===== src/rtl/vint_route_pkg.sv =====
package vint_route_pkg;
   typedef enum logic [1:0] {
      CLS_IRQ  = 2'd0,
      CLS_FIQ  = 2'd1,
      CLS_SERR = 2'd2
   } int_class_e;

   localparam int CLASS_COUNT = 3;
   localparam int EL_BITS     = 2;
endpackage


===== src/rtl/vint_class_eval.sv =====
module vint_class_eval #(
   parameter int EL_W = 2
) (
   input  logic [EL_W-1:0] cur_el,
   input  logic            mask_bit,
   input  logic            route_bit,
   input  logic            host_ovr,
   input  logic            phys,
   input  logic            vpend,
   output logic            phys_take,
   output logic            phys_to_el2,
   output logic            virt_take
);
   logic below_el2;
   logic at_el2;
   logic eff_route;

   always_comb begin
      below_el2   = (cur_el <= EL_W'(1));
      at_el2      = (cur_el == EL_W'(2));
      eff_route   = route_bit | host_ovr;
      phys_to_el2 = eff_route;
      if (eff_route)
         phys_take = phys & (below_el2 | (at_el2 & ~mask_bit));
      else
         phys_take = phys & below_el2 & ~mask_bit;
      virt_take = vpend & below_el2 & route_bit & ~host_ovr & ~mask_bit;
   end
endmodule


===== src/rtl/vint_pick.sv =====
module vint_pick #(
   parameter int NCLS  = 3,
   parameter int EL_W  = 2,
   localparam int CLS_W = (NCLS > 1) ? $clog2(NCLS) : 1
) (
   input  logic [NCLS-1:0]  phys_take,
   input  logic [NCLS-1:0]  phys_to_el2,
   input  logic [NCLS-1:0]  virt_take,
   output logic             any_take,
   output logic             is_virt,
   output logic [CLS_W-1:0] cls,
   output logic [EL_W-1:0]  tgt_el
);
   always_comb begin
      any_take = 1'b0;
      is_virt  = 1'b0;
      cls      = '0;
      tgt_el   = '0;
      // later writes override: higher class index, then physical over virtual
      for (int i = 0; i < NCLS; i++) begin
         if (virt_take[i]) begin
            any_take = 1'b1;
            is_virt  = 1'b1;
            cls      = CLS_W'(i);
            tgt_el   = EL_W'(1);
         end
      end
      for (int i = 0; i < NCLS; i++) begin
         if (phys_take[i]) begin
            any_take = 1'b1;
            is_virt  = 1'b0;
            cls      = CLS_W'(i);
            tgt_el   = phys_to_el2[i] ? EL_W'(2) : EL_W'(1);
         end
      end
   end
endmodule


===== src/rtl/vint_router.sv =====
module vint_router #(
   parameter int NCLS  = vint_route_pkg::CLASS_COUNT,
   parameter int EL_W  = vint_route_pkg::EL_BITS,
   localparam int CLS_W = (NCLS > 1) ? $clog2(NCLS) : 1
) (
   input  logic             clk,
   input  logic             rst_n,
   input  logic [EL_W-1:0]  cur_el,
   input  logic [NCLS-1:0]  pstate_mask,
   input  logic [NCLS-1:0]  route_en,
   input  logic             host_mode,
   input  logic             vhe_en,
   input  logic [NCLS-1:0]  phys_pend,
   input  logic [NCLS-1:0]  virt_sw,
   input  logic [NCLS-1:0]  virt_ext,
   output logic             take_o,
   output logic             take_virt_o,
   output logic [CLS_W-1:0] take_cls_o,
   output logic [EL_W-1:0]  take_el_o
);
   if (EL_W < 2) begin : g_bad_el_w
      $error("vint_router: EL_W must be at least 2");
   end
   if (NCLS < 1 || NCLS > 4) begin : g_bad_ncls
      $error("vint_router: NCLS must be 1 to 4");
   end

   logic            host_ovr;
   logic [NCLS-1:0] vpend;
   logic [NCLS-1:0] phys_take;
   logic [NCLS-1:0] phys_to_el2;
   logic [NCLS-1:0] virt_take;

   assign host_ovr = host_mode & vhe_en & (cur_el == '0);
   assign vpend    = virt_sw | virt_ext;

   for (genvar c = 0; c < NCLS; c++) begin : g_cls
      vint_class_eval #(.EL_W(EL_W)) u_eval (
         .cur_el      (cur_el),
         .mask_bit    (pstate_mask[c]),
         .route_bit   (route_en[c]),
         .host_ovr    (host_ovr),
         .phys        (phys_pend[c]),
         .vpend       (vpend[c]),
         .phys_take   (phys_take[c]),
         .phys_to_el2 (phys_to_el2[c]),
         .virt_take   (virt_take[c])
      );
   end

   logic             nxt_take;
   logic             nxt_virt;
   logic [CLS_W-1:0] nxt_cls;
   logic [EL_W-1:0]  nxt_el;

   vint_pick #(.NCLS(NCLS), .EL_W(EL_W)) u_pick (
      .phys_take   (phys_take),
      .phys_to_el2 (phys_to_el2),
      .virt_take   (virt_take),
      .any_take    (nxt_take),
      .is_virt     (nxt_virt),
      .cls         (nxt_cls),
      .tgt_el      (nxt_el)
   );

   always_ff @(posedge clk or negedge rst_n) begin
      if (!rst_n) begin
         take_o      <= 1'b0;
         take_virt_o <= 1'b0;
         take_cls_o  <= '0;
         take_el_o   <= '0;
      end else begin
         take_o      <= nxt_take;
         take_virt_o <= nxt_virt;
         take_cls_o  <= nxt_cls;
         take_el_o   <= nxt_el;
      end
   end
endmodule


===== config.mk =====
export PLATFORM = sky130hd
export DESIGN_NAME = vint_router
export DESIGN_NICKNAME = d
export VERILOG_FILES = /design/src/rtl/vint_route_pkg.sv /design/src/rtl/vint_class_eval.sv /design/src/rtl/vint_pick.sv /design/src/rtl/vint_router.sv
export SDC_FILE = /design/constraint.sdc
export NUM_CORES = 1
export LEC_CHECK = 0
export BUFFER_PORTS_ARGS = -buffer_cell sky130_fd_sc_hd__buf_2
export CAP_MARGIN = 5
export CORE_AREA = 8 8 45 47
export CTS_BUF_LIST = sky130_fd_sc_hd__clkbuf_16
export DETAILED_ROUTE_END_ITERATION = 10
export DIE_AREA = 0 0 53 55
export HOLD_SLACK_MARGIN = 0.02
export PLACE_DENSITY = 0.68
export SETUP_SLACK_MARGIN = 0.5
export SYNTH_ARGS = -nofsm -noshare
export SYNTH_HDL_FRONTEND = slang
export SYNTH_SLANG_ARGS = --single-unit

===== constraint.sdc =====
create_clock -name clk -period 0.8 [get_ports clk]
set_input_delay 0.08 -clock clk [delete_from_list [all_inputs] [get_ports clk]]
set_output_delay 0.08 -clock clk [all_outputs]
set_load 0.02 [all_outputs]

==> results of run 1 <==
==> metrics by stage <==
step / setup WS (ps) / hold WS, ps / std cells
2_1_floorplan: -313 / -216 / 56
3_3_place_gp: -478 / -95.8 / 111
3_5_place_dp: -490 / -91.0 / 111
4_1_cts: -240 / -330 / 114
5_1_grt: -317 / -323 / 115
6_report: -262 / -331 / 115
==> worst min-delay path by stage <==
stage,startpoint,end,slack (ps),cells after the start
2_1_floorplan,rst_n,take_cls_o[0],-220,0
3_3_place_gp,rst_n,take_cls_o[1],-100,1
3_5_place_dp,rst_n,take_o,-90,1
4_1_cts,rst_n,take_o,-330,1
5_1_grt,rst_n,take_o,-320,1
6_report,rst_n,take_o,-330,1
==> synth_stat cells, types with 2 or more instances <==
| master | count | share of area (%) |
|---|---|---|
| a21oi_1 | 4 | 4.1 |
| inv_1 | 4 | 3.1 |
| nand3b_1 | 2 | 3.1 |
| or3b_1 | 2 | 3.6 |
| nor2_1 | 6 | 4.7 |
| nand2b_1 | 5 | 6.5 |
| o31ai_1 | 2 | 3.1 |
| dfrtp_1 | 6 | 31 |
| o21a_1 | 3 | 4.7 |
==> layout make-up <==
class	count	share of cell area (%)
multi-input cells	45	39.9
repair buffers	41	32.0
inverters	4	1.62
clock buffers	3	8.11
well taps	16	2.16
flip-flops and latches	6	16.2
==> registers in the layout (all words and copies together) (netlist names) <==
name and flops:
take_o 1, take_cls_o 2, take_el_o 2, take_virt_o 1
==> layer usage <==
metal / vias up / global-route usage, % / part of all wire [%]
met5: - / 0 / 0
met4: 0 / 9.05 / 2.7
met3: 6 / 3.21 / 8.6
met2: 21 / 21.7 / 51
met1: 267 / 12.3 / 37
li1: 299 / - / -
==> worst max-delay path, delay by kind of cell <==
kind,cells,cell delay (ps)
AO/OA/AOI/OAI,2,600
AND/OR/NAND/NOR,2,290
buffers and inverters,2,200
==> what timing repair did <==
item                                   CTS  global route
endpoints found under the hold margin    6             6
pin swaps                                0             4
gates cloned                             0             0
setup buffers                            0             1
setup endpoints to repair               12            12
gates resized for setup                 16             3
==> cell families after synthesis <==
logic type      Yosys count  share of synthesized area, %
simple gates             25                          33.3
buf+inv                   5                          4.13
flops                     6                          31.0
compound gates           20                          31.5
==> power by group through the flow <==
| stage | Sequential (W) | Combinational, W | Clock (W) |
|---|---|---|---|
| 2_1_floorplan | 0.000386 | 0.000142 | 0 |
| 3_3_place_gp | 0.000344 | 0.000359 | 0 |
| 3_5_place_dp | 0.000345 | 0.000366 | 0 |
| 4_1_cts | 0.000348 | 0.000418 | 0.000811 |
| 5_1_grt | 0.000352 | 0.000469 | 0.000833 |
| 6_report | 0.000348 | 0.000431 | 0.000801 |
==> impl_metrics.tcl, run 1 <==
set metrics [dict create \
    status "complete, but fails checks" \
    violations "negative hold slack, negative setup slack" \
    dr.pass1.iters 4 \
    die_h_um 55 \
    whs_ps -331 \
    cts_root_buf "clkbuf_16" \
    ys_types 31 \
    worst-path-max-fanout 5 \
    drt_iter0_drc 6 \
    start_util_pct 35.0 \
    clk_pin_slew_ps 30 \
    fin_crit_sh_pct 133 \
    maxCapViolCount 0 \
    tns_ps -1360 \
    dieWidth_um 53 \
    final_layout_size_suffix_gt1_share_pct 52.5 \
    crit_path_end "take_el_o[1]" \
    switching_share_pct 23.3 \
    power.total_w 0.00158 \
    fmax_ghz 0.942 \
    grt_pass1_wl_mm 2.70 \
    holdCritPathClass "input port to async pin" \
    port_buffers 26 \
    drcViolationCount 0 \
    viasPerCell 5.16 \
    fin_nets 122 \
    netlist_instances 56 \
    p_clk_share_pct 50.7 \
    critical_path.max_stage_delay_ps 330 \
    maxSlewViolCount 0 \
    slew_headroom_pct 78.2 \
    multiInputGateArea_sq_um 369 \
    layout_common_cells "buf_2 (18), buf_4 (14), buf_6 (9)" \
    power_switching_w 0.000368 \
    yosysSeqAreaShare_pct 31.0 \
    layout_commonest_cell "buf_2" \
    synth_edf_count 0 \
    setup_viol 8 \
    ys_async_sr_fraction_pct 100 \
    seqCellArea_sq_um 150 \
    fin_crit_ps 1060 \
    worstMarginPinSlew_ps 327 \
    postLayoutCellArea_sq_um 926 \
    n_fill_cell 123 \
    grt_max_degree 7 \
    dieArea_sq_um 2920 \
    setup_ws_ps -262 \
    antenna_found_initial 0 \
    area_delta_synth_final_pct 91.2 \
    cts-buffers-inserted 3 \
    hold_viol_final 6 \
    place_hpwl_mm 1.22 \
    syn_nets 77 \
    slowest_stage "o311ai_4" \
    ant_nets 0 \
    p_comb_share_pct 27.3 \
    vias 593 \
    cellPowerDensity_nw_per_um2 1710 \
    tritoncts "built" \
    grt_setup_unrepaired "true" \
    diodes 0 \
    coreArea_sq_um 1380 \
    finalWirelength_mm 1.51 \
    gp_congestion 0.775 \
    cp-end-kind "register" \
    io-pin-count 27 \
    cpMostUsedCell "buf_6" \
    avgSynthCellArea_sq_um 8.65 \
    cts_sinks 6 \
    syn_area_sq_um 484 \
    overflow 0 \
    p_seq_share_pct 22.0 \
    max-vdd-ir-drop_mv 0.843 \
    fin_util_pct 66.9 \
    path_cells "buf_6 -> buf_6 -> nand3b_4 -> o311ai_4 -> nor2_1 -> o31ai_1" \
    leakage_nw 0.461 \
    num_rows 14 \
    critPathLaunchType "input port" \
    max-clock-path-buffers 2 \
    ys.flop_type "dfrtp_1" \
    h-tree-depth 1 \
    worstPathRequired_ps 920 \
    grt_pass1_vias 658 \
    post_drt_wl_per_cell_um 13.1 \
    path_class "input port to register" \
    startpoint "cur_el[0]" \
    ys_seq_elements 6 \
    grtUsageTotal_pct 12.3 \
    crit_arrival_ps 1180 \
    postPlaceCellArea_sq_um 763 \
    yosys_warnings 0 \
    p_int_w 0.00121 \
]
No activity file was read; power rests on OpenSTA's default activity.
==> inputs of run 2 (changes only) <==
--- a/config.mk
+++ b/config.mk
@@ -12,7 +12,7 @@
 export DETAILED_ROUTE_END_ITERATION = 10
 export DIE_AREA = 0 0 53 55
 export HOLD_SLACK_MARGIN = 0.02
-export PLACE_DENSITY = 0.68
+export PLACE_DENSITY_LB_ADDON = 0.25
 export SETUP_SLACK_MARGIN = 0.5
 export SYNTH_ARGS = -nofsm -noshare
 export SYNTH_HDL_FRONTEND = slang
==> run 2 against run 1 <==
  * The flow still finishes with violations (negative hold slack, negative setup slack)
  * Final area decreased by 1.4%
  * Global-route usage decreased by 0.60 points
  * Highest routed layer unchanged
  * Fmax increased by 1.2%
  * Utilization decreased by 0.90 points
  * Critical path depth unchanged
  * Sequential share of layout area increased by 0.22 points
==> impl_metrics.tcl, run 2 (synthesis gave the netlist of run 1 again) <==
set metrics [dict create \
    postLayoutCellArea_sq_um 913 \
    crit_arrival_ps 1140 \
    start_util_pct 35.0 \
    drt_iter0_drc 14 \
    final_layout_size_suffix_gt1_share_pct 53.1 \
    post_cts.repair.setup_buffers 0 \
    grt_max_degree 7 \
    fin_crit_ps 1050 \
    grt_pass1_vias 636 \
    cellPowerDensity_nw_per_um2 1720 \
    path_cells "buf_6 -> buf_4 -> nand3b_4 -> a221oi_1 -> or2_4 -> o31ai_2" \
    slew_headroom_pct 75.7 \
    cts_root_buf "clkbuf_16" \
    drcViolationCount 0 \
    grtUsageTotal_pct 11.7 \
    max-vdd-ir-drop_mv 0.661 \
    worstMarginPinSlew_ps 362 \
    maxCapViolCount 0 \
    post_drt_wl_per_cell_um 13.5 \
    fin_nets 121 \
    violations "negative hold slack, negative setup slack" \
    tns_ps -1430 \
    tritoncts "built" \
    vias 596 \
    ant_nets 0 \
    max-clock-path-buffers 2 \
    antenna_found_initial 0 \
    fin_cells 114 \
    status "complete, but fails checks" \
    dieWidth_um 53 \
    finalWirelength_mm 1.54 \
    leakage_nw 0.452 \
    reg_top3 "take_cls_o: 2 flops, take_el_o: 2 flops" \
    cts_sinks 6 \
    worst-path-max-fanout 5 \
    place_hpwl_mm 1.26 \
    hold_viol_final 6 \
    layout_common_cells "buf_2 (18), buf_4 (14), buf_6 (8)" \
    io-pin-count 27 \
    dieArea_sq_um 2920 \
    num_rows 14 \
    whs_ps -325 \
    place_inst 111 \
    clk_pin_slew_ps 30 \
    setup_ws_ps -249 \
    port_buffers 26 \
    maxSlewViolCount 0 \
    path_class "input port to register" \
    path_buf_inv 2 \
    crit_family "simple AND/OR/NAND/NOR gates" \
    postPlaceCellArea_sq_um 763 \
    fmax_ghz 0.953 \
    die_h_um 55 \
    cp-end-kind "register" \
    grt_setup_unrepaired "true" \
    critPathLaunchType "input port" \
    cts-buffers-inserted 3 \
    grt_pass1_wl_mm 2.57 \
    dr.pass1.iters 4 \
    gp_congestion 0.768 \
    area_delta_synth_final_pct 88.6 \
    holdCritPathClass "input port to async pin" \
    critical_path.max_stage_delay_ps 360 \
    coreArea_sq_um 1380 \
    h-tree-depth 1 \
    layout_commonest_cell "buf_2" \
    viasPerCell 5.23 \
    fin_crit_sh_pct 131 \
    slowest_stage "a221oi_1" \
    diodes 0 \
    worstPathRequired_ps 890 \
    overflow 0 \
    setup_viol 8 \
]
run 2: cell types whose count changed in the layout (fill, tap and decap cells not counted), sizes merged:
cell / before / now
buf: 41 / 40
run 2: worst max path at each step:
| stage | startpoint | endpoint | slack (ps) | cells after the start |
|---|---|---|---|---|
| CTS | cur_el[0] | take_el_o[0] | -250 | 5 |
| detailed placement | cur_el[0] | take_el_o[0] | -500 | 5 |
| global route | cur_el[0] | take_cls_o[0] | -320 | 5 |
| global placement | cur_el[0] | take_el_o[0] | -480 | 5 |
| finish | cur_el[0] | take_cls_o[1] | -250 | 6 |
| floorplan | cur_el[0] | take_el_o[0] | -310 | 4 |
run 2: cell type report:
cell class | count | area [sq um]
fillers | 114 | 470
multi-input cells | 45 | 368
repair buffers | 40 | 285
flip-flops and latches | 6 | 150
clock buffers | 3 | 75.1
well taps | 16 | 20.0
inverters | 4 | 15.0
run 2: per-layer routing:
metal,GRT usage (%),up-vias,share of wire (%)
met1,11.3,270,39
met3,3.21,4,7.8
li1,-,295,-
met2,21.3,27,52
met5,0,-,0
met4,7.76,0,1.6
run 2: power by group:
group,internal (W),switching (W)
clock network,0.000640,0.000155
logic,0.000234,0.000195
registers,0.000335,0.0000135
run 2: repair_timing:
item,in CTS,in global routing
endpoints found under the setup margin,12,12
hold endpoints to repair,6,6
pin swaps,0,2
resized for setup,15,4
run 2: metrics by stage:
| stage | hold slack, ps | utilization [%] | power [W] | setup slack [ps] |
|---|---|---|---|---|
| after floorplan | -216 | - | 0.000528 | -313 |
| after global placement | -95.8 | 55.2 | 0.000704 | -482 |
| after detailed placement | -93.1 | 55.2 | 0.000711 | -501 |
| after CTS | -326 | 65.0 | 0.00158 | -250 |
| after global routing | -317 | 66.0 | 0.00166 | -320 |
| final | -325 | 66.0 | 0.00157 | -249 |
==> inputs of run 3 (changes only) <==
--- a/config.mk
+++ b/config.mk
@@ -7,12 +7,12 @@
 export LEC_CHECK = 0
 export BUFFER_PORTS_ARGS = -buffer_cell sky130_fd_sc_hd__buf_2
 export CAP_MARGIN = 5
-export CORE_AREA = 8 8 45 47
+export CORE_AREA = 2 2 39 41
 export CTS_BUF_LIST = sky130_fd_sc_hd__clkbuf_16
 export DETAILED_ROUTE_END_ITERATION = 10
-export DIE_AREA = 0 0 53 55
+export DIE_AREA = 0 0 41 43
 export HOLD_SLACK_MARGIN = 0.02
-export PLACE_DENSITY_LB_ADDON = 0.25
+export PLACE_DENSITY = 0.78
 export SETUP_SLACK_MARGIN = 0.5
 export SYNTH_ARGS = -nofsm -noshare
 export SYNTH_HDL_FRONTEND = slang
==> run 3 against run 2 <==
  * The flow still finishes with violations (negative hold slack, negative setup slack)
  * Routed wire length is 10% lower
  * Utilization is 0.72 points lower
  * Critical path depth is 1 lower
  * Sequential power hardly changed
  * Setup slack worse by 17 ps
  * Clock power is 0.5% higher
  * Die area is 40% lower
  * Total power is 0.41% lower
  * Sequential share of layout area is 0.18 points higher
  * Fmax is 1.6% lower
  * Final area is 1.1% lower
  * Largest power group unchanged
  * Highest routed layer unchanged
==> impl_metrics.tcl, run 3 (synthesis gave the netlist of run 1 again) <==
set metrics [dict create \
    power_switching_w 0.000364 \
    start_util_pct 35.0 \
    holdCritPathClass "input port to async pin" \
    gp_congestion 0.774 \
    die_h_um 43 \
    critical_path.max_stage_delay_ps 400 \
    tritoncts "built" \
    port_buffers 26 \
    path_buf_inv 1 \
    setup_viol 7 \
    maxSlewViolCount 0 \
    cellPowerDensity_nw_per_um2 1730 \
    coreArea_sq_um 1380 \
    slowest_stage "or3b_4" \
    top_layer "met4" \
    drt-met1-wl_um 479 \
    p_clk_share_pct 51.0 \
    max-vdd-ir-drop_mv 1.10 \
    wl_met2_um 769 \
    grtUsageTotal_pct 19.7 \
    fin_crit_ps 1070 \
    switching_share_pct 23.2 \
    maxCapViolCount 0 \
    worstMarginPinSlew_ps 326 \
    routed-wl-met3_um 81 \
    path_cells "buf_6 -> or3b_4 -> a221oi_4 -> nor4b_1 -> o21a_1" \
    power.total_w 0.00157 \
    num_rows 14 \
    status "complete, but fails checks" \
    grt_max_degree 8 \
    violations "negative hold slack, negative setup slack" \
    grt_pass1_vias 583 \
    cts_sinks 6 \
    post_drt_wl_per_cell_um 12.2 \
    seqCellArea_sq_um 150 \
    viasPerCell 5.35 \
    layout_commonest_cell "buf_2" \
    p_comb_share_pct 26.7 \
    ant_nets 0 \
    dieWidth_um 41 \
    whs_ps -335 \
    vias 605 \
    slew_headroom_pct 78.2 \
    worst-path-max-fanout 3 \
    setup_ws_ps -266 \
    place_hpwl_mm 1.12 \
    layout_common_cells "buf_2 (18), buf_4 (13), buf_6 (8)" \
    postPlaceCellArea_sq_um 756 \
    area_delta_synth_final_pct 86.6 \
    dr.pass1.iters 4 \
    antenna_found_initial 0 \
    dieArea_sq_um 1760 \
    final_layout_size_suffix_gt1_share_pct 51.5 \
    drcViolationCount 0 \
    fin_cells 113 \
    clk_pin_slew_ps 30 \
    leakage_nw 0.444 \
    overflow 0 \
    cp-end-kind "register" \
    fin_crit_sh_pct 133 \
    worstPathRequired_ps 910 \
    finalWirelength_mm 1.38 \
    fin_nets 120 \
    path_class "input port to register" \
    cts-buffers-inserted 3 \
    reg_top3 "take_cls_o: 2 flops, take_el_o: 2 flops" \
    p_int_w 0.00120 \
    place_inst 110 \
    hold_viol_final 6 \
    postLayoutCellArea_sq_um 903 \
    p_seq_share_pct 22.3 \
    fmax_ghz 0.938 \
    grt_setup_unrepaired "true" \
    multiInputGateArea_sq_um 365 \
    grt_pass1_wl_mm 2.32 \
    io-pin-count 27 \
    drt_iter0_drc 7 \
    max-clock-path-buffers 2 \
    critPathLaunchType "input port" \
    cts_root_buf "clkbuf_16" \
    n_fill_cell 116 \
    diodes 0 \
    h-tree-depth 1 \
    crit_family "simple AND/OR/NAND/NOR gates" \
    crit_arrival_ps 1170 \
]
## run 3: metal layers
metal | track usage, % | vias to the layer above
met4 | 14.0 | 0
met2 | 34.1 | 22
met1 | 18.9 | 284
met5 | 0 | -
met3 | 3.66 | 6
li1 | - | 293
## run 3: stage by stage
step	setup WS, ps	utilization [%]	hold slack, ps	TNS, ps
global placement	-480	54.6	-96.1	-2710
floorplan	-313	-	-216	-1570
detailed placement	-508	54.6	-95.3	-2850
finish	-266	65.3	-335	-1390
CTS	-255	64.5	-334	-1350
global route	-308	65.3	-327	-1850
## run 3: how the worst max path moves through the flow
stage,start,end,cells past startpoint
5_1_grt,cur_el[0],take_cls_o[1],5
2_1_floorplan,cur_el[0],take_el_o[0],4
3_3_place_gp,cur_el[0],take_el_o[0],5
4_1_cts,cur_el[0],take_el_o[0],5
3_5_place_dp,cur_el[0],take_el_o[0],5
6_report,cur_el[0],take_cls_o[0],5
## run 3: power groups by stage
| stage | Sequential [W] | Combinational, W | Clock (W) |
|---|---|---|---|
| after global placement | 0.000344 | 0.000351 | 0 |
| after global routing | 0.000353 | 0.000458 | 0.000831 |
| after detailed placement | 0.000346 | 0.000362 | 0 |
| final | 0.000349 | 0.000419 | 0.000799 |
| after CTS | 0.000350 | 0.000411 | 0.000814 |
| after floorplan | 0.000386 | 0.000142 | 0 |
## run 3: area by class of cell
type	instances	area share, %
Multi-Input combinational cell	45	40.4
Clock buffer	3	8.31
Inverter	4	1.66
Tap cell	16	2.22
Sequential cell	6	16.6
Timing Repair Buffer	39	30.7
## run 3: repair_timing
action	in CTS	in global routing
buffers inserted	0	0
cloned	0	0
endpoints found under the hold margin	6	6
resized for setup	15	3
setup endpoints to repair	12	12
